===== src/rtl/refill_pkg.sv =====
package refill_pkg;
  localparam int BUS_DATA_W = 64;
  localparam int BUS_SEL_W  = 8;

  typedef enum logic {
    FILL_IDLE,
    FILL_RUN
  } fill_state_e;
endpackage


===== src/rtl/rl_field_inc.sv =====
// Narrow incrementer: adds one to a field of FW bits at offset LO,
// leaving all other bits of the word untouched (wraps inside the field).
module rl_field_inc #(
  parameter int W  = 32,
  parameter int LO = 3,
  parameter int FW = 3
) (
  input  logic [W-1:0] din,
  output logic [W-1:0] dout
);
  always_comb begin
    dout = din;
    dout[LO +: FW] = din[LO +: FW] + 1'b1;
  end
endmodule


===== src/rtl/rl_req_issue.sv =====
// Request side: bus address stepping and outstanding-acknowledge count.
module rl_req_issue #(
  parameter int ADDR_W = 32,
  parameter int ROW_OFF_BITS = 3,
  parameter int ROW_LINE_BITS = 3,
  parameter int CNT_W = 3
) (
  input  logic                     clk,
  input  logic                     rst,
  input  logic                     start,
  input  logic [ADDR_W-1:0]        start_adr,
  input  logic [ROW_LINE_BITS-1:0] end_row,
  input  logic                     stall,
  input  logic                     ack_seen,
  output logic                     stb,
  output logic [ADDR_W-1:0]        adr,
  output logic [CNT_W-1:0]         outstanding
);
  localparam logic [CNT_W-1:0] CNT_MAX = '1;

  logic              req_done_q;
  logic              accept, last_req, done_next;
  logic [CNT_W-1:0]  cnt_next;
  logic [ADDR_W-1:0] adr_inc;

  rl_field_inc #(.W(ADDR_W), .LO(ROW_OFF_BITS), .FW(ROW_LINE_BITS)) u_adr_inc (
    .din (adr),
    .dout(adr_inc)
  );

  assign accept    = stb && !stall;
  assign last_req  = adr[ROW_OFF_BITS +: ROW_LINE_BITS] == end_row;
  assign done_next = req_done_q || (accept && last_req);
  assign cnt_next  = outstanding + {{(CNT_W-1){1'b0}}, accept}
                                 - {{(CNT_W-1){1'b0}}, ack_seen};

  always_ff @(posedge clk) begin
    if (rst) begin
      stb         <= 1'b0;
      adr         <= '0;
      outstanding <= '0;
      req_done_q  <= 1'b1;
    end else if (start) begin
      stb         <= 1'b1;
      adr         <= start_adr;
      outstanding <= '0;
      req_done_q  <= 1'b0;
    end else begin
      outstanding <= cnt_next;
      req_done_q  <= done_next;
      stb         <= !done_next && (cnt_next != CNT_MAX);
      if (accept && !last_req) adr <= adr_inc;
    end
  end

  p_cnt_cap_r6: assert property (@(posedge clk) disable iff (rst)
    (outstanding == CNT_MAX) |-> !stb);
  p_adr_hold_r4: assert property (@(posedge clk) disable iff (rst)
    (stb && stall && !start) |=> $stable(adr));
  p_adr_upper_r4: assert property (@(posedge clk) disable iff (rst)
    (accept && !start) |=> (adr[ADDR_W-1:ROW_OFF_BITS+ROW_LINE_BITS]
                            == $past(adr[ADDR_W-1:ROW_OFF_BITS+ROW_LINE_BITS])));
endmodule


===== src/rtl/rl_data_return.sv =====
// Return side: data memory row stepping, per-row valid flags, write port.
module rl_data_return #(
  parameter int ROW_BITS = 7,
  parameter int ROW_LINE_BITS = 3,
  parameter int DATA_W = 64,
  localparam int ROWS = 1 << ROW_LINE_BITS
) (
  input  logic                     clk,
  input  logic                     rst,
  input  logic                     start,
  input  logic [ROW_BITS-1:0]      start_row,
  input  logic [ROW_LINE_BITS-1:0] end_row,
  input  logic                     ack_seen,
  input  logic [DATA_W-1:0]        ack_data,
  output logic                     last_row,
  output logic                     mem_we,
  output logic [ROW_BITS-1:0]      mem_row,
  output logic [DATA_W-1:0]        mem_wdata,
  output logic [ROWS-1:0]          row_valid
);
  logic [ROW_BITS-1:0] row_q, row_inc;

  rl_field_inc #(.W(ROW_BITS), .LO(0), .FW(ROW_LINE_BITS)) u_row_inc (
    .din (row_q),
    .dout(row_inc)
  );

  assign last_row = row_q[ROW_LINE_BITS-1:0] == end_row;

  always_ff @(posedge clk) begin
    if (rst) begin
      mem_we    <= 1'b0;
      row_valid <= '0;
      row_q     <= '0;
    end else if (start) begin
      mem_we    <= 1'b0;
      row_valid <= '0;
      row_q     <= start_row;
    end else begin
      mem_we <= ack_seen;
      if (ack_seen) begin
        row_valid[row_q[ROW_LINE_BITS-1:0]] <= 1'b1;
        row_q <= row_inc;
      end
    end
  end

  // Write-port datapath carries no reset, as a block RAM port would.
  always_ff @(posedge clk) begin
    if (ack_seen) begin
      mem_row   <= row_q;
      mem_wdata <= ack_data;
    end
  end

  p_write_after_ack_r7: assert property (@(posedge clk) disable iff (rst)
    (ack_seen && !start) |=> mem_we);
  p_clear_on_start_r8: assert property (@(posedge clk) disable iff (rst)
    start |=> (row_valid == '0));
endmodule


===== src/rtl/refill_seq.sv =====
module refill_seq
  import refill_pkg::*;
#(
  parameter int ADDR_W = 32,
  parameter int ROW_OFF_BITS = 3,
  parameter int LINE_OFF_BITS = 6,
  parameter int SET_SIZE_BITS = 10,
  parameter int NUM_WAYS = 2,
  parameter int CNT_W = 3,
  parameter int DATA_W = BUS_DATA_W,
  localparam int ROW_LINE_BITS = LINE_OFF_BITS - ROW_OFF_BITS,
  localparam int ROWS = 1 << ROW_LINE_BITS,
  localparam int INDEX_BITS = SET_SIZE_BITS - LINE_OFF_BITS,
  localparam int ROW_BITS = SET_SIZE_BITS - ROW_OFF_BITS,
  localparam int TAG_BITS = ADDR_W - SET_SIZE_BITS,
  localparam int WAY_BITS = (NUM_WAYS > 1) ? $clog2(NUM_WAYS) : 1,
  localparam int SEL_W = DATA_W / 8
) (
  input  logic                  clk,
  input  logic                  rst,
  input  logic                  miss_valid,
  input  logic [ADDR_W-1:0]     miss_addr,
  input  logic [WAY_BITS-1:0]   miss_way,
  output logic                  busy,
  output logic                  bus_cyc,
  output logic                  bus_stb,
  output logic [ADDR_W-1:0]     bus_adr,
  output logic [SEL_W-1:0]      bus_sel,
  input  logic                  bus_stall,
  input  logic                  bus_ack,
  input  logic [DATA_W-1:0]     bus_dat_i,
  output logic                  mem_we,
  output logic [WAY_BITS-1:0]   mem_way,
  output logic [ROW_BITS-1:0]   mem_row,
  output logic [DATA_W-1:0]     mem_wdata,
  output logic [ROWS-1:0]       row_valid,
  output logic                  tag_we,
  output logic                  valid_we,
  output logic [INDEX_BITS-1:0] fill_index,
  output logic [WAY_BITS-1:0]   fill_way,
  output logic [TAG_BITS-1:0]   fill_tag,
  output logic                  line_done
);
  localparam logic [CNT_W-1:0] CNT_ONE = 1;

  if (DATA_W != BUS_DATA_W || SEL_W != BUS_SEL_W) begin : g_bad_width
    $error("refill_seq: bus data width must be 64 bits");
  end

  fill_state_e              state_q;
  logic                     start, ack_seen, fin, last_row;
  logic [CNT_W-1:0]         outstanding;
  logic [ROW_LINE_BITS-1:0] end_row_q;
  logic [ADDR_W-1:0]        start_adr;

  assign start    = (state_q == FILL_IDLE) && miss_valid;
  assign ack_seen = bus_ack && bus_cyc;
  assign fin      = ack_seen && last_row && (outstanding == CNT_ONE);
  assign busy     = state_q == FILL_RUN;
  assign bus_sel  = '1;
  assign mem_way  = fill_way;

  always_comb begin
    start_adr = miss_addr;
    start_adr[ROW_OFF_BITS-1:0] = '0;
  end

  always_ff @(posedge clk) begin
    if (rst) begin
      state_q    <= FILL_IDLE;
      bus_cyc    <= 1'b0;
      tag_we     <= 1'b0;
      valid_we   <= 1'b0;
      line_done  <= 1'b0;
      end_row_q  <= '0;
      fill_index <= '0;
      fill_way   <= '0;
      fill_tag   <= '0;
    end else begin
      tag_we    <= start;
      valid_we  <= fin;
      line_done <= fin;
      if (start) begin
        state_q    <= FILL_RUN;
        bus_cyc    <= 1'b1;
        // The row before the first one is the last to be requested.
        end_row_q  <= miss_addr[LINE_OFF_BITS-1:ROW_OFF_BITS] - 1'b1;
        fill_index <= miss_addr[SET_SIZE_BITS-1:LINE_OFF_BITS];
        fill_way   <= miss_way;
        fill_tag   <= miss_addr[ADDR_W-1:SET_SIZE_BITS];
      end else if (fin) begin
        state_q <= FILL_IDLE;
        bus_cyc <= 1'b0;
      end
    end
  end

  rl_req_issue #(
    .ADDR_W(ADDR_W), .ROW_OFF_BITS(ROW_OFF_BITS),
    .ROW_LINE_BITS(ROW_LINE_BITS), .CNT_W(CNT_W)
  ) u_req (
    .clk(clk), .rst(rst), .start(start), .start_adr(start_adr),
    .end_row(end_row_q), .stall(bus_stall), .ack_seen(ack_seen),
    .stb(bus_stb), .adr(bus_adr), .outstanding(outstanding)
  );

  rl_data_return #(
    .ROW_BITS(ROW_BITS), .ROW_LINE_BITS(ROW_LINE_BITS), .DATA_W(DATA_W)
  ) u_ret (
    .clk(clk), .rst(rst), .start(start),
    .start_row(miss_addr[SET_SIZE_BITS-1:ROW_OFF_BITS]),
    .end_row(end_row_q), .ack_seen(ack_seen), .ack_data(bus_dat_i),
    .last_row(last_row), .mem_we(mem_we), .mem_row(mem_row),
    .mem_wdata(mem_wdata), .row_valid(row_valid)
  );

  p_stb_in_cyc_r5: assert property (@(posedge clk) disable iff (rst)
    bus_stb |-> bus_cyc);
  p_tag_pulse_r3: assert property (@(posedge clk) disable iff (rst)
    tag_we |=> !tag_we);
  p_done_idle_r9: assert property (@(posedge clk) disable iff (rst)
    line_done |-> (!busy && !bus_cyc && valid_we));
  p_busy_ignores_miss_r2: assert property (@(posedge clk) disable iff (rst)
    (busy && miss_valid) |=> !tag_we);
endmodule


===== config.mk =====
export PLATFORM = sky130hd
export DESIGN_NAME = refill_seq
export DESIGN_NICKNAME = d
export VERILOG_FILES = /design/src/rtl/refill_pkg.sv /design/src/rtl/rl_field_inc.sv /design/src/rtl/rl_req_issue.sv /design/src/rtl/rl_data_return.sv /design/src/rtl/refill_seq.sv
export SDC_FILE = /design/constraint.sdc
export NUM_CORES = 1
export LEC_CHECK = 0
export ABC_CLOCK_PERIOD_IN_PS = 4950
export BUFFER_PORTS_ARGS = -buffer_cell sky130_fd_sc_hd__buf_2
export CAP_MARGIN = 20
export CELL_PAD_IN_SITES_DETAIL_PLACEMENT = 0
export CELL_PAD_IN_SITES_GLOBAL_PLACEMENT = 1
export CORE_MARGIN = 1.5
export CORE_UTILIZATION = 37
export DETAILED_ROUTE_END_ITERATION = 10
export HOLD_SLACK_MARGIN = 0.02
export PLACE_DENSITY_LB_ADDON = 0.15
export SLEW_MARGIN = 20
export SYNTH_ARGS = -nofsm -noshare
export SYNTH_HDL_FRONTEND = slang
export SYNTH_HIERARCHICAL = 1
export SYNTH_SLANG_ARGS = --single-unit

===== constraint.sdc =====
create_clock -name clk -period 4.95 [get_ports clk]
set_clock_uncertainty 0.1 [all_clocks]
set_input_delay 0.2475 -clock clk [delete_from_list [all_inputs] [get_ports clk]]
set_output_delay 0.2475 -clock clk [all_outputs]
set_load 0.01 [all_outputs]

Yosys cells after proc, flatten, opt, wreduce, memory -nomap -nowiden
Cells that the tools add are included.
{"block": "classes", "eq_ne": 4, "addsub": 5, "mux": 10, "shifts": 0, "n_lt_le_gt_ge": 2, "n_mul": 0, "div_mod_pow": 0, "n_reduce_logical": 17, "bitwise": 2}
{"cell": "two-way mux 32 bit", "count": 1}
{"cell": "logical AND 1 bit", "count": 9}
{"cell": "OR 8 bit", "count": 1}
{"cell": "two-way mux 7 bit", "count": 1}
{"cell": "adder 3 x 1 -> 3 bit (second input constant)", "count": 2}
{"cell": "== test 3 bit", "count": 2}
{"cell": "two-way mux 6 bit", "count": 1}
{"cell": "nonzero test 2 bit", "count": 3}
{"cell": "two-way mux 1 bit", "count": 5}
{"cell": "less-than comparator 3 x 4 -> 1 bit (second input constant)", "count": 1}
{"cell": "adder 3 x 1 -> 3 bit", "count": 1}
{"cell": "demux 1 bit (select 3 bit)", "count": 1}
{"cell": "== test 3 x 1 -> 1 bit (second input constant)", "count": 1}
{"cell": ">= comparator 3 x 1 -> 1 bit (second input constant)", "count": 1}
{"cell": "logical NOT 1 bit", "count": 3}
{"cell": "two-way mux 3 bit", "count": 1}
{"cell": "inequality test 3 bit (second input constant)", "count": 1}
{"cell": "subtractor 3 x 1 -> 3 bit", "count": 1}
{"cell": "subtractor 3 x 1 -> 3 bit (second input constant)", "count": 1}
{"cell": "OR reduction 2 bit", "count": 1}
{"cell": "logical OR 1 bit", "count": 1}
{"cell": "NOT 1 bit", "count": 1}
{"block": "word_totals", "latchBits": 0, "reg_bits": 154, "output_inout_bits": 154, "inputBits": 102, "rom_bits": 0, "elab_cells": 58, "ram_bits": 0, "mem_count": 0}

Logic depth before layout (Yosys ltp)
Gate-level depths: netlist of the first run.
{"block": "logic_depth", "depth_word": 7, "mapped_depth": 10, "mapped_depth_nobuf": 8}

Cells and area by module
Netlist of the first run, hierarchy kept.
{"module": "rl_data_return", "area_each_um2": 2852.7, "n_inst": 1, "cells_per_inst": 137, "seq_area_each_um2": 2452.4}
{"module": "rl_req_issue", "area_each_um2": 1904.3, "n_inst": 1, "cells_per_inst": 173, "seq_area_each_um2": 740.7}
{"module": "refill_seq", "area_each_um2": 1330.0, "n_inst": 1, "cells_per_inst": 156, "seq_area_each_um2": 660.6}
{"module": "rl_field_inc (u_req.u_adr_inc)", "area_each_um2": 242.7, "n_inst": 1, "cells_per_inst": 32, "seq_area_each_um2": 0.0}
{"module": "rl_field_inc (u_ret.u_row_inc)", "area_each_um2": 55.1, "n_inst": 1, "cells_per_inst": 7, "seq_area_each_um2": 0.0}

Least setup slack after synthesis of the first run
OpenSTA, ideal clock, no wires.
{"block": "synth_path", "kind": "reg-to-reg", "startpoint": "register state_q, in the netlist busy", "endpoint": "register u_req.stb", "setup_ns": 0.134, "stages_incl_launch_ff": 9, "path_buffers": 0, "arrival_ns": 3.640, "slack_ns": 1.076, "cell_sequence": "dfxtp_1 > and2_1 > ha_1 > inv_1 > ha_1 > fa_1 > xnor2_1 > xnor2_1 > a41oi_1"}
{"block": "synth_via", "elab_chain_len": 5, "elab_cells_between_ends": 7}
{"item": "start: declaration", "line_no": "refill_seq.sv:50", "source": "fill_state_e state_q;"}
{"item": "start signal: assignment", "line_no": "refill_seq.sv:70", "source": "state_q <= FILL_IDLE;"}
{"item": "start signal: assignment", "line_no": "refill_seq.sv:84", "source": "state_q <= FILL_RUN;"}
{"item": "start signal: assignment", "line_no": "refill_seq.sv:92", "source": "state_q <= FILL_IDLE;"}
{"item": "logical AND 1 bit"}
{"item": "via ack_seen", "line_no": "refill_seq.sv:51", "source": "logic start, ack_seen, fin, last_row;"}
{"item": "subtractor 3 x 1 -> 3 bit"}
{"item": "inequality test 3 bit"}
{"item": "logical AND 1 bit"}
{"item": "two-way mux 1 bit", "line_no": "rl_req_issue.sv:43", "source": "end else if (start) begin"}
{"item": "end signal: assignment", "line_no": "rl_req_issue.sv:51", "source": "stb <= !done_next && (cnt_next != CNT_MAX);"}
{"item": "end: declaration", "line_no": "rl_req_issue.sv:15", "source": "output logic stb,"}
The timed path passes the listed nets, and every way through them passes these cells.
A chain may end at the register's enable or synchronous reset.

Worst setup path in the final report of the first run
{"block": "layout_path", "startpoint": "register state_q, in the netlist busy", "endpoint": "register u_req.outstanding[2]"}
{"block": "layout_via", "elab_cells_between_ends": 5}
{"item": "logical AND 1 bit"}
{"item": "via ack_seen", "line_no": "refill_seq.sv:51"}
{"item": "subtractor 3 x 1 -> 3 bit"}
{"item": "end signal: assignment", "line_no": "rl_req_issue.sv:49", "source": "outstanding <= cnt_next;"}
{"item": "end: declaration", "line_no": "rl_req_issue.sv:17", "source": "output logic [CNT_W-1:0] outstanding"}
The timed path passes the listed nets, and every way through them passes these cells.

==> flow_summary_export.csv, run 1 <==
group,metric,value,unit
detailed_routing,via_count,4720,
yosys,yosys.area.top_type,"edfxtp_1",
yosys,synth_cells,505,
cells_and_area,nets,903,
yosys,syn_avg_cell_area,12.6,µm²
outcome,status,"completed",
cells_and_area,syn_to_final_growth,39.1,%
yosys,ys_warn_count,6,
pwr,power.leakage,3.75,nW
sta,layout_min_cycle_time,2.59,ns
cells_and_area,layout_commonest_cell,"buf_2",
detailed_routing,drtIter0Drc,136,
detailed_routing,drc,0,
global_route,grt_pass1_vias,4664,
cells_and_area,n_fill_cell,1470,
job,max-cap-violations,0,
pwr,powerDensity,379,nW/µm²
clock_network,cts_resized,0,
setup_path,cp.required,5.17,ns
floorplan,io_pins,256,
cells_and_area,final-seq-area,3850,µm²
yosys,ys_top_cells_by_area,"edfxtp_1 (33%), dfxtp_1 (27%), a211oi_2 (6.3%)",
floorplan,floorplan.initialDensity,38.2,%
sta,timing.setup.tns,0,ns
sta,hold_viol,0,
place,io_buffers,244,
floorplan,fp.dieH,134,µm
setup_path,end_kind,"register",
sta,fin_crit_sh,52.3,%
clock_network,clk_path_buf_depth,2,
sta,max_slew_margin,28.7,%
setup_path,critical_path_arrival,2.81,ns
yosys,ys_seq_area_share,60.4,%
place,gp_congestion,0.733,
floorplan,core-area,16700,µm²
sta,worst_pin_slew,1.07,ns
detailed_routing,first_pass_iters,4,
yosys,yosysUniqueCellTypes,41,
yosys,syn_area,6380,µm²
yosys,synth_seq_cells,157,
sta,finalWorstSetupSlack,2.36,ns
worst_hold_path,min_path_type,"primary input to register",
pwr,p_total,0.00337,W
global_route,grtUsageTotal,17.5,%
global_route,grt_max_degree,79,
place,preCtsSetupSlack,2.36,ns
clock_network,cts_root_buf,"clkbuf_16",
clock_network,cts_buffers,17,
cells_and_area,fin_cells,1029,
place,dp_cells,904,
detailed_routing,drt-vias-per-instance,4.59,
cells_and_area,drive_gt1_share,40.2,%
global_route,grt_first_pass_wirelength,24500,µm
detailed_routing,wl_per_cell,15.5,µm
setup_path,worstSetupPathType,"register to register",
yosys,synth_top_area_share,33.4,%
pwr,ir_drop,243,µV
clock_network,clk-insertion-delay-late,0.41,ns
sta,rsz0062_at_grt,"no",
floorplan,die_w,134,µm
setup_path,startpoint_type,"register",
sta,setup_viol,0,
place,dp_hpwl,10100,µm
clock_network,path_clk_slew,0.06,ns
floorplan,fp.dieArea,18100,µm²
cells_and_area,final_cell_mix,"buf_2 (243), dlygate4sd3_1 (92), dfxtp_1 (86), edfxtp_1 (71), a21oi_1 (57)",
cells_and_area,multi_input_area,1950,µm²
global_route,antenna_found_initial,0,
detailed_routing,wirelength,15900,µm
sta,timing.hold.ws,0.0684,ns
floorplan,core.rowCount,47,
setup_path,path_max_fanout,49,
global_route,overflow,0,
sta,slew_viol_final,0,
detailed_routing,postRouteAntennaNets,0,
clock_network,cts_max_level,4,
sta,fmax,0.386,GHz
clock_network,numClockSinks,157,
clock_network,cts_tree,"done",
[power breakdown]
part	total (W)	internal, W	switching, W
Clock	0.00130	0.000754	0.000549
Sequential	0.00151	0.00145	0.0000596
Combinational	0.000551	0.000251	0.000300
Total	0.00337	0.00246	0.000909
[cell usage after synthesis]
master	instances
conb_1	2
clkbuf_1	10
and4b_2	2
a211oi_1	11
xnor2_1	5
nor3_1	2
nor4b_2	1
nor2_2	1
nor3b_1	3
and2_2	1
o21a_1	7
buf_2	8
nand4_2	1
xor2_1	5
nand2_1	56
nor2b_1	7
buf_4	48
nor4bb_1	4
fa_1	1
buf_1	1
nand2b_1	1
and4b_1	1
and2_1	1
inv_2	2
inv_1	8
buf_12	1
a211oi_2	32
a21oi_2	3
o21ai_1	1
xnor2_2	1
a21oi_1	57
buf_6	8
buf_8	2
edfxtp_1	71
dfxtp_1	86
ha_1	5
a41oi_1	2
nor2_1	6
mux2i_1	39
nand2b_4	1
and2_4	1
[state kept, by name, summed over array words and instances, names as in the netlist]
signal             cells
fill_tag              22
u_req/adr             32
tag_we                 1
line_done              1
fill_way               1
u_req/stb              1
u_ret/mem_we           1
u_ret/row_q            7
fill_index             4
u_ret/mem_row          7
u_req/req_done_q       1
u_ret/mem_wdata       64
u_ret/row_valid        8
u_req/outstanding      3
end_row_q              3
busy                   1
[per-stage QoR]
step / util [%] / instance area (µm²)
finish: 53.2 / 8880
global route: 53.2 / 8880
CTS: 53.2 / 8880
detailed placement: 44.1 / 7370
global placement: 44.1 / 7370
floorplan: - / 6420
[critical path, stage by stage, from the launching register on]
cell and delay (ns):
dfxtp_1 0.40, and2_4 0.58, ha_1 0.24, inv_1 0.04
ha_1 0.19, fa_1 0.38, xnor2_1 0.20, xnor2_1 0.15
nor3b_1 0.19
[layer usage]
layer | vias up | global-route usage, % | part of all wire [%]
met5 | - | 0 | 0
met4 | 0 | 7.11 | 1.5
met3 | 19 | 4.84 | 6.5
met2 | 169 | 29.7 | 50
met1 | 2201 | 21.0 | 42
li1 | 2331 | - | -
[kinds of logic (layout without fill, tap and decap cells)]
| family | after synthesis | after routing | synth area share [%] |
|---|---|---|---|
| other | 2 | 12 | 0.118 |
| adders and majority gates | 6 | 6 | 1.29 |
| buffers and inverters | 88 | 382 | 9.70 |
| AOI/OAI and AO/OA | 113 | 113 | 13.6 |
| muxes | 39 | 39 | 6.11 |
| xor gates and xnor gates | 11 | 11 | 1.63 |
| DFF | 157 | 157 | 60.4 |
| and+or+nand+nor | 89 | 89 | 7.17 |
[path summary, 6_finish.rpt]
check	start	depth (start not counted)	end	slack (ns)
max	busy	8	u_req/outstanding[2]	2.36
min	miss_addr[4]	3	u_ret/row_q[1]	0.07
max reg2reg	busy	8	u_req/outstanding[2]	2.36
min reg2reg	fill_tag[0]	2	fill_tag[0]	0.35
[repair_timing]
item / in CTS / in global routing
buffers inserted: 0 / 0
hold buffers: 92 / 0
hold endpoints to repair: 92 / 0
[area by class of cell]
class	count	area share [%]
Sequential cell	157	43.4
Timing Repair Buffer	340	24.5
Multi-Input combinational cell	269	21.9
Clock buffer	18	4.83
Tap cell	220	3.10
Clock inverter	14	1.79
Inverter	10	0.437
Antenna cell	1	0.0282
No activity file was read; power rests on OpenSTA's default activity.
==> run 2: changes to the inputs <==
- ABC_CLOCK_PERIOD_IN_PS: 4950 -> 2100
- CORE_UTILIZATION: 37 -> 34
- clock period: 4.95 -> 2.1 ns (I/O delays scaled with it)
==> run 2 against run 1 <==
Net effect: combinational power rose by 150%; fmax grew 28%; utilization fell by 3.2 points; critical path type unchanged; register-to-register slack worse by 2.3 ns; clock-buffer cell count shrank 1; largest power group unchanged; routed wire length rose by 0.43%; sequential power up 140%; non-clock buffer count is 12 higher; first-iteration DRC count rose by 1.5%; worst hold slack got worse by 0.0062 ns; setup slack got worse by 2.3 ns.
==> flow_summary_export.csv, run 2 (synthesis gave the netlist of run 1 again) <==
group,metric,value,unit
floorplan,core-area,18200,µm²
cells_and_area,final_cell_mix,"buf_2 (243), dlygate4sd3_1 (95), dfxtp_1 (85), edfxtp_1 (71), a21oi_1 (57)",
setup_path,r2r_start,"busy",
setup_path,startpoint_type,"register",
setup_path,critical_path_arrival,2.27,ns
setup_path,crit_path_top_delay_cell,"fa_2",
outcome,status,"completed",
setup_path,crit_buf_inv,1,
global_route,grt_use_met2,28.1,%
setup_path,timing.rr.end,"u_req/outstanding[2]",
worst_hold_path,min_from,"bus_stall",
pwr,p_total,0.00805,W
pwr,pwr-share-seq,44.0,%
clock_network,cts_root_buf,"clkbuf_16",
cells_and_area,num_antenna_cells,0,
cells_and_area,largestRegisters,"u_ret/mem_wdata x64, u_req/adr x32, fill_tag x22",
global_route,overflow,0,
place,dp_cells,922,
pwr,comb_power_share,17.0,%
floorplan,core.rowCount,49,
clock_network,clk-insertion-delay-late,0.42,ns
global_route,grt_first_pass_wirelength,25300,µm
pwr,powerDensity,884,nW/µm²
sta,worst_pin_slew,0.576,ns
clock_network,clk_path_buf_depth,2,
setup_path,max_stage_delay,0.36,ns
detailed_routing,drtIter0Drc,138,
cells_and_area,n_fill_cell,1642,
place,io_buffers,244,
sta,fin_crit_sh,96.7,%
pwr,power.leakage,3.86,nW
cells_and_area,layout_commonest_cell,"buf_2",
sta,setup_viol,0,
detailed_routing,wirelength,16000,µm
setup_path,cp.required,2.34,ns
cells_and_area,final_util,50.0,%
setup_path,r2r_cells,8,
pwr,swShare,28.4,%
cells_and_area,multi_input_area,2000,µm²
cells_and_area,fin_cells,1049,
sta,timing.setup.tns,0,ns
floorplan,floorplan.initialDensity,35.1,%
detailed_routing,wl_per_cell,15.2,µm
worst_hold_path,min_path_cells,3,
job,max-cap-violations,0,
setup_path,cp_top_family,"adder cells",
clock_network,path_clk_slew,0.07,ns
detailed_routing,postRouteAntennaNets,0,
floorplan,fp.dieH,140,µm
floorplan,die_w,140,µm
setup_path,path_max_fanout,5,
global_route,antenna_found_initial,0,
pwr,ir_drop,538,µV
global_route,met3_usage,4.85,%
detailed_routing,via_count,4802,
cells_and_area,syn_to_final_growth,42.6,%
sta,max_slew_margin,61.6,%
sta,rsz0062_at_grt,"no",
setup_path,r2r_slack,0.07,ns
cells_and_area,regMostFlops,"u_ret/mem_wdata",
global_route,met1_usage,19.7,%
setup_path,worstSetupPathType,"register to register",
pwr,p_switching,0.00229,W
worst_hold_path,min_path_type,"primary input to register",
cells_and_area,nets,915,
clock_network,cts_tree,"done",
place,place_area,7530,µm²
sta,hold_viol,0,
place,gp_congestion,0.723,
detailed_routing,drc,0,
setup_path,end_kind,"register",
pwr,power.internal,0.00577,W
sta,slew_viol_final,0,
cells_and_area,final-seq-area,3860,µm²
clock_network,numClockSinks,157,
cells_and_area,largest_reg_flops,64,
global_route,top_usage_layer,"met2",
clock_network,cts_max_level,4,
clock_network,cts_buffers,17,
worst_hold_path,holdPathEnd,"u_req/req_done_q",
setup_path,cp_cell_sequence,"and2_4 -> ha_4 -> inv_2 -> ha_4 -> fa_2 -> xnor2_2 -> xnor2_2 -> nor3b_2",
floorplan,io_pins,256,
detailed_routing,first_pass_iters,4,
place,dp_hpwl,10400,µm
sta,layout_min_cycle_time,2.03,ns
floorplan,fp.dieArea,19600,µm²
pwr,clock_power_share,39.0,%
sta,fmax,0.492,GHz
detailed_routing,drt-vias-per-instance,4.58,
cells_and_area,drive_gt1_share,42.0,%
global_route,grt_max_degree,90,
global_route,grt_pass1_vias,4888,
cells_and_area,final_area,9100,µm²
global_route,grtUsageTotal,16.4,%
run 2: cell types whose count changed in the layout (fill, tap and decap cells not counted), sizes merged, moves of 3 or more:
cell         delta
clkinvlp        -4
clkinv          +5
dlygate4sd3     +3
buf             +9
run 2: how the worst max path moves through the flow:
stage,endpoint,slack (ns),start,depth (start not counted)
5_1_grt,u_req/stb,0.01,busy,8
3_3_place_gp,u_req/stb,0.13,busy,8
4_1_cts,u_req/outstanding[2],0.07,busy,8
3_5_place_dp,u_req/outstanding[2],0.08,busy,8
6_report,u_req/outstanding[2],0.07,busy,8
2_1_floorplan,u_req/outstanding[2],-0.30,busy,8
run 2: area by class of cell:
class	count	area share [%]
multi-input combinational	269	21.9
clock inverter	15	2.10
inverter	10	0.426
timing repair buffer	352	25.4
clock buffer	17	4.67
sequential	157	42.4
tap	229	3.15
run 2: power groups by stage:
stage / registers, W / logic, W / clock network, W
2_1_floorplan: 0.00370 / 0.000856 / 0
3_3_place_gp: 0.00361 / 0.00122 / 0
3_5_place_dp: 0.00361 / 0.00123 / 0
4_1_cts: 0.00355 / 0.00138 / 0.00322
5_1_grt: 0.00358 / 0.00149 / 0.00337
6_report: 0.00355 / 0.00137 / 0.00314
run 2: what timing repair did:
action	4_1_cts	5_1_grt
resized for setup	0	1
endpoints found under the hold margin	131	0
hold buffers	95	0
setup buffers	0	0
setup endpoints to repair	0	2
run 2: worst reg2reg max path: stages, from the launching register on:
cell and delay, ns:
dfxtp_4 0.35, and2_4 0.17, ha_4 0.26, inv_2 0.03, ha_4 0.15, fa_2 0.36, xnor2_2 0.20, xnor2_2 0.14
nor3b_2 0.18
run 2: per-layer routing:
| metal | routed length (µm) | vias to the layer above | share of wire, % |
|---|---|---|---|
| met4 | 162 | 0 | 1.0 |
| met1 | 7090 | 2281 | 44 |
| li1 | - | 2345 | - |
| met5 | 0 | - | 0 |
| met2 | 7760 | 166 | 49 |
| met3 | 980 | 10 | 6.1 |
run 2: per-stage QoR:
step / hold WS (ns) / worst slack (ns)
final: 0.0622 / 0.0694
after global routing: 0.0404 / 0.0134
after CTS: 0.0361 / 0.0717
after detailed placement: 0.184 / 0.0817
after global placement: 0.182 / 0.133
after floorplan: 0.101 / -0.296
==> run 3: changes to the inputs <==
- ABC_CLOCK_PERIOD_IN_PS: 2100 -> 2200
- CORE_UTILIZATION: 34 -> 37
- clock period: 2.1 -> 2.2 ns (I/O delays scaled with it)
==> run 3 against run 2 <==
Net effect: via count up 1.7%; non-clock buffer count up 12; global-route usage up 2.0 points; combinational power decreased by 3%; clock power down 2%; critical endpoint is now u_req/stb; largest cell class unchanged.
==> flow_summary_export.csv, run 3 (synthesis gave the netlist of run 1 again) <==
group,metric,value,unit
pwr,powerDensity,846,nW/µm²
sta,max_slew_margin,61.0,%
pwr,p_total,0.00780,W
global_route,grt_max_degree,90,
job,max-cap-violations,0,
pwr,power.leakage,3.93,nW
setup_path,cp.required,2.38,ns
setup_path,end_kind,"register",
clock_network,cts_tree,"done",
cells_and_area,largestRegisters,"u_ret/mem_wdata x64, u_req/adr x32, fill_tag x22",
cells_and_area,num_antenna_cells,0,
place,dp_hpwl,10600,µm
global_route,grtUsageTotal,18.3,%
global_route,antenna_found_initial,0,
detailed_routing,wl_per_cell,15.6,µm
sta,setup_viol,0,
clock_network,post_cts_buffers,0,
cells_and_area,final_cell_mix,"buf_2 (243), dlygate4sd3_1 (105), dfxtp_1 (85), edfxtp_1 (71), a21oi_1 (57)",
cells_and_area,regMostFlops,"u_ret/mem_wdata",
sta,slew_viol_final,0,
clock_network,numClockSinks,157,
detailed_routing,drt-vias-per-instance,4.64,
clock_network,clk-insertion-delay-late,0.42,ns
floorplan,core-area,16700,µm²
setup_path,path_max_fanout,3,
global_route,grt_pass1_vias,5002,
clock_network,path_clk_slew,0.06,ns
floorplan,die_w,134,µm
cells_and_area,layout_commonest_cell,"buf_2",
outcome,status,"completed",
floorplan,core.rowCount,47,
floorplan,fp.dieH,134,µm
detailed_routing,via_count,4882,
sta,worst_pin_slew,0.585,ns
detailed_routing,first_pass_iters,4,
pwr,ir_drop,545,µV
cells_and_area,syn_to_final_growth,44.4,%
sta,hold_viol,0,
sta,rsz0062_at_grt,"no",
worst_hold_path,min_path_type,"primary input to register",
global_route,grt_first_pass_wirelength,26000,µm
cells_and_area,largest_reg_flops,64,
floorplan,fp.dieArea,18100,µm²
cells_and_area,nets,927,
clock_network,cts_max_level,4,
detailed_routing,postRouteAntennaNets,0,
sta,layout_min_cycle_time,2.10,ns
clock_network,cts_buffers,17,
floorplan,io_pins,256,
clock_network,clk_path_buf_depth,2,
place,gp_congestion,0.714,
sta,timing.hold.ws,0.239,ns
setup_path,critical_path_arrival,2.28,ns
sta,fin_crit_sh,95.4,%
floorplan,floorplan.initialDensity,38.2,%
sta,fmax,0.477,GHz
setup_path,r2r_slack,0.18,ns
setup_path,worstSetupPathType,"primary input to register",
setup_path,startpoint_type,"primary input",
place,io_buffers,244,
global_route,overflow,0,
clock_network,cts_root_buf,"clkbuf_16",
detailed_routing,wirelength,16400,µm
detailed_routing,drtIter0Drc,231,
cells_and_area,drive_gt1_share,41.5,%
detailed_routing,drc,0,
## run 3: changes by cell type in the layout (fill, tap and decap cells not counted), moves of 2 or more
cell | before | now
buf_4 | 11 | 13
bufinv_16 | 1 | 3
clkinv_8 | 4 | 1
dlygate4sd3_1 | 95 | 105
inv_6 | 3 | 5
inv_8 | 4 | 1
## run 3: layer usage
metal | global-route usage (%) | routed length, µm | up-vias
met4 | 7.41 | 373 | 0
met5 | 0 | 0 | -
li1 | - | - | 2383
met2 | 31.9 | 8260 | 168
met1 | 21.4 | 6680 | 2304
met3 | 4.91 | 1120 | 27
## run 3: per-stage QoR
| stage | setup TNS (ns) | area (µm²) | instances | setup WS, ns | util, % |
|---|---|---|---|---|---|
| 6_report | 0 | 9220 | 1052 | 0.102 | 55.2 |
| 5_1_grt | 0 | 9220 | 1052 | 0.0236 | 55.2 |
| 4_1_cts | 0 | 9190 | 1051 | 0.117 | 55.0 |
| 3_5_place_dp | 0 | 7510 | 914 | 0.185 | 45.0 |
| 3_3_place_gp | 0 | 7510 | 914 | 0.224 | 45.0 |
| 2_1_floorplan | -0.467 | 6460 | 514 | -0.196 | - |
## run 3: final timing paths
path,depth (start not counted),to,from
max,10,u_req/stb,bus_stall
max reg2reg,7,fill_index[0],busy
min,5,line_done,bus_ack
min reg2reg,2,fill_tag[6],fill_tag[6]
## run 3: cell type report
class / count / area (µm²)
sequential: 157 / 3860
fill: 1459 / 7480
multi-input combinational: 269 / 1990
clock buffer: 17 / 425
clock inverter: 15 / 203
timing repair buffer: 364 / 2430
tap: 220 / 275
inverter: 10 / 38.8
## run 3: timing repair
item,CTS,global route
endpoints found under the setup margin,0,1
hold buffers,105,0
gates resized for setup,0,0
endpoints found under the hold margin,132,0
## run 3: worst max-delay path, cell delays in order
cell and delay [ns]:
dlygate4sd3_1 0.55, buf_2 0.12, nand2b_1 0.21, ha_4 0.30
inv_2 0.03, ha_4 0.15, fa_2 0.36, xnor2_2 0.14
xnor2_1 0.19, a41oi_1 0.13
## run 3: where the power goes
part	total [W]	switching (W)	internal [W]
sequential	0.00339	0.000123	0.00327
combinational	0.00133	0.000710	0.000617
clock	0.00309	0.00126	0.00183
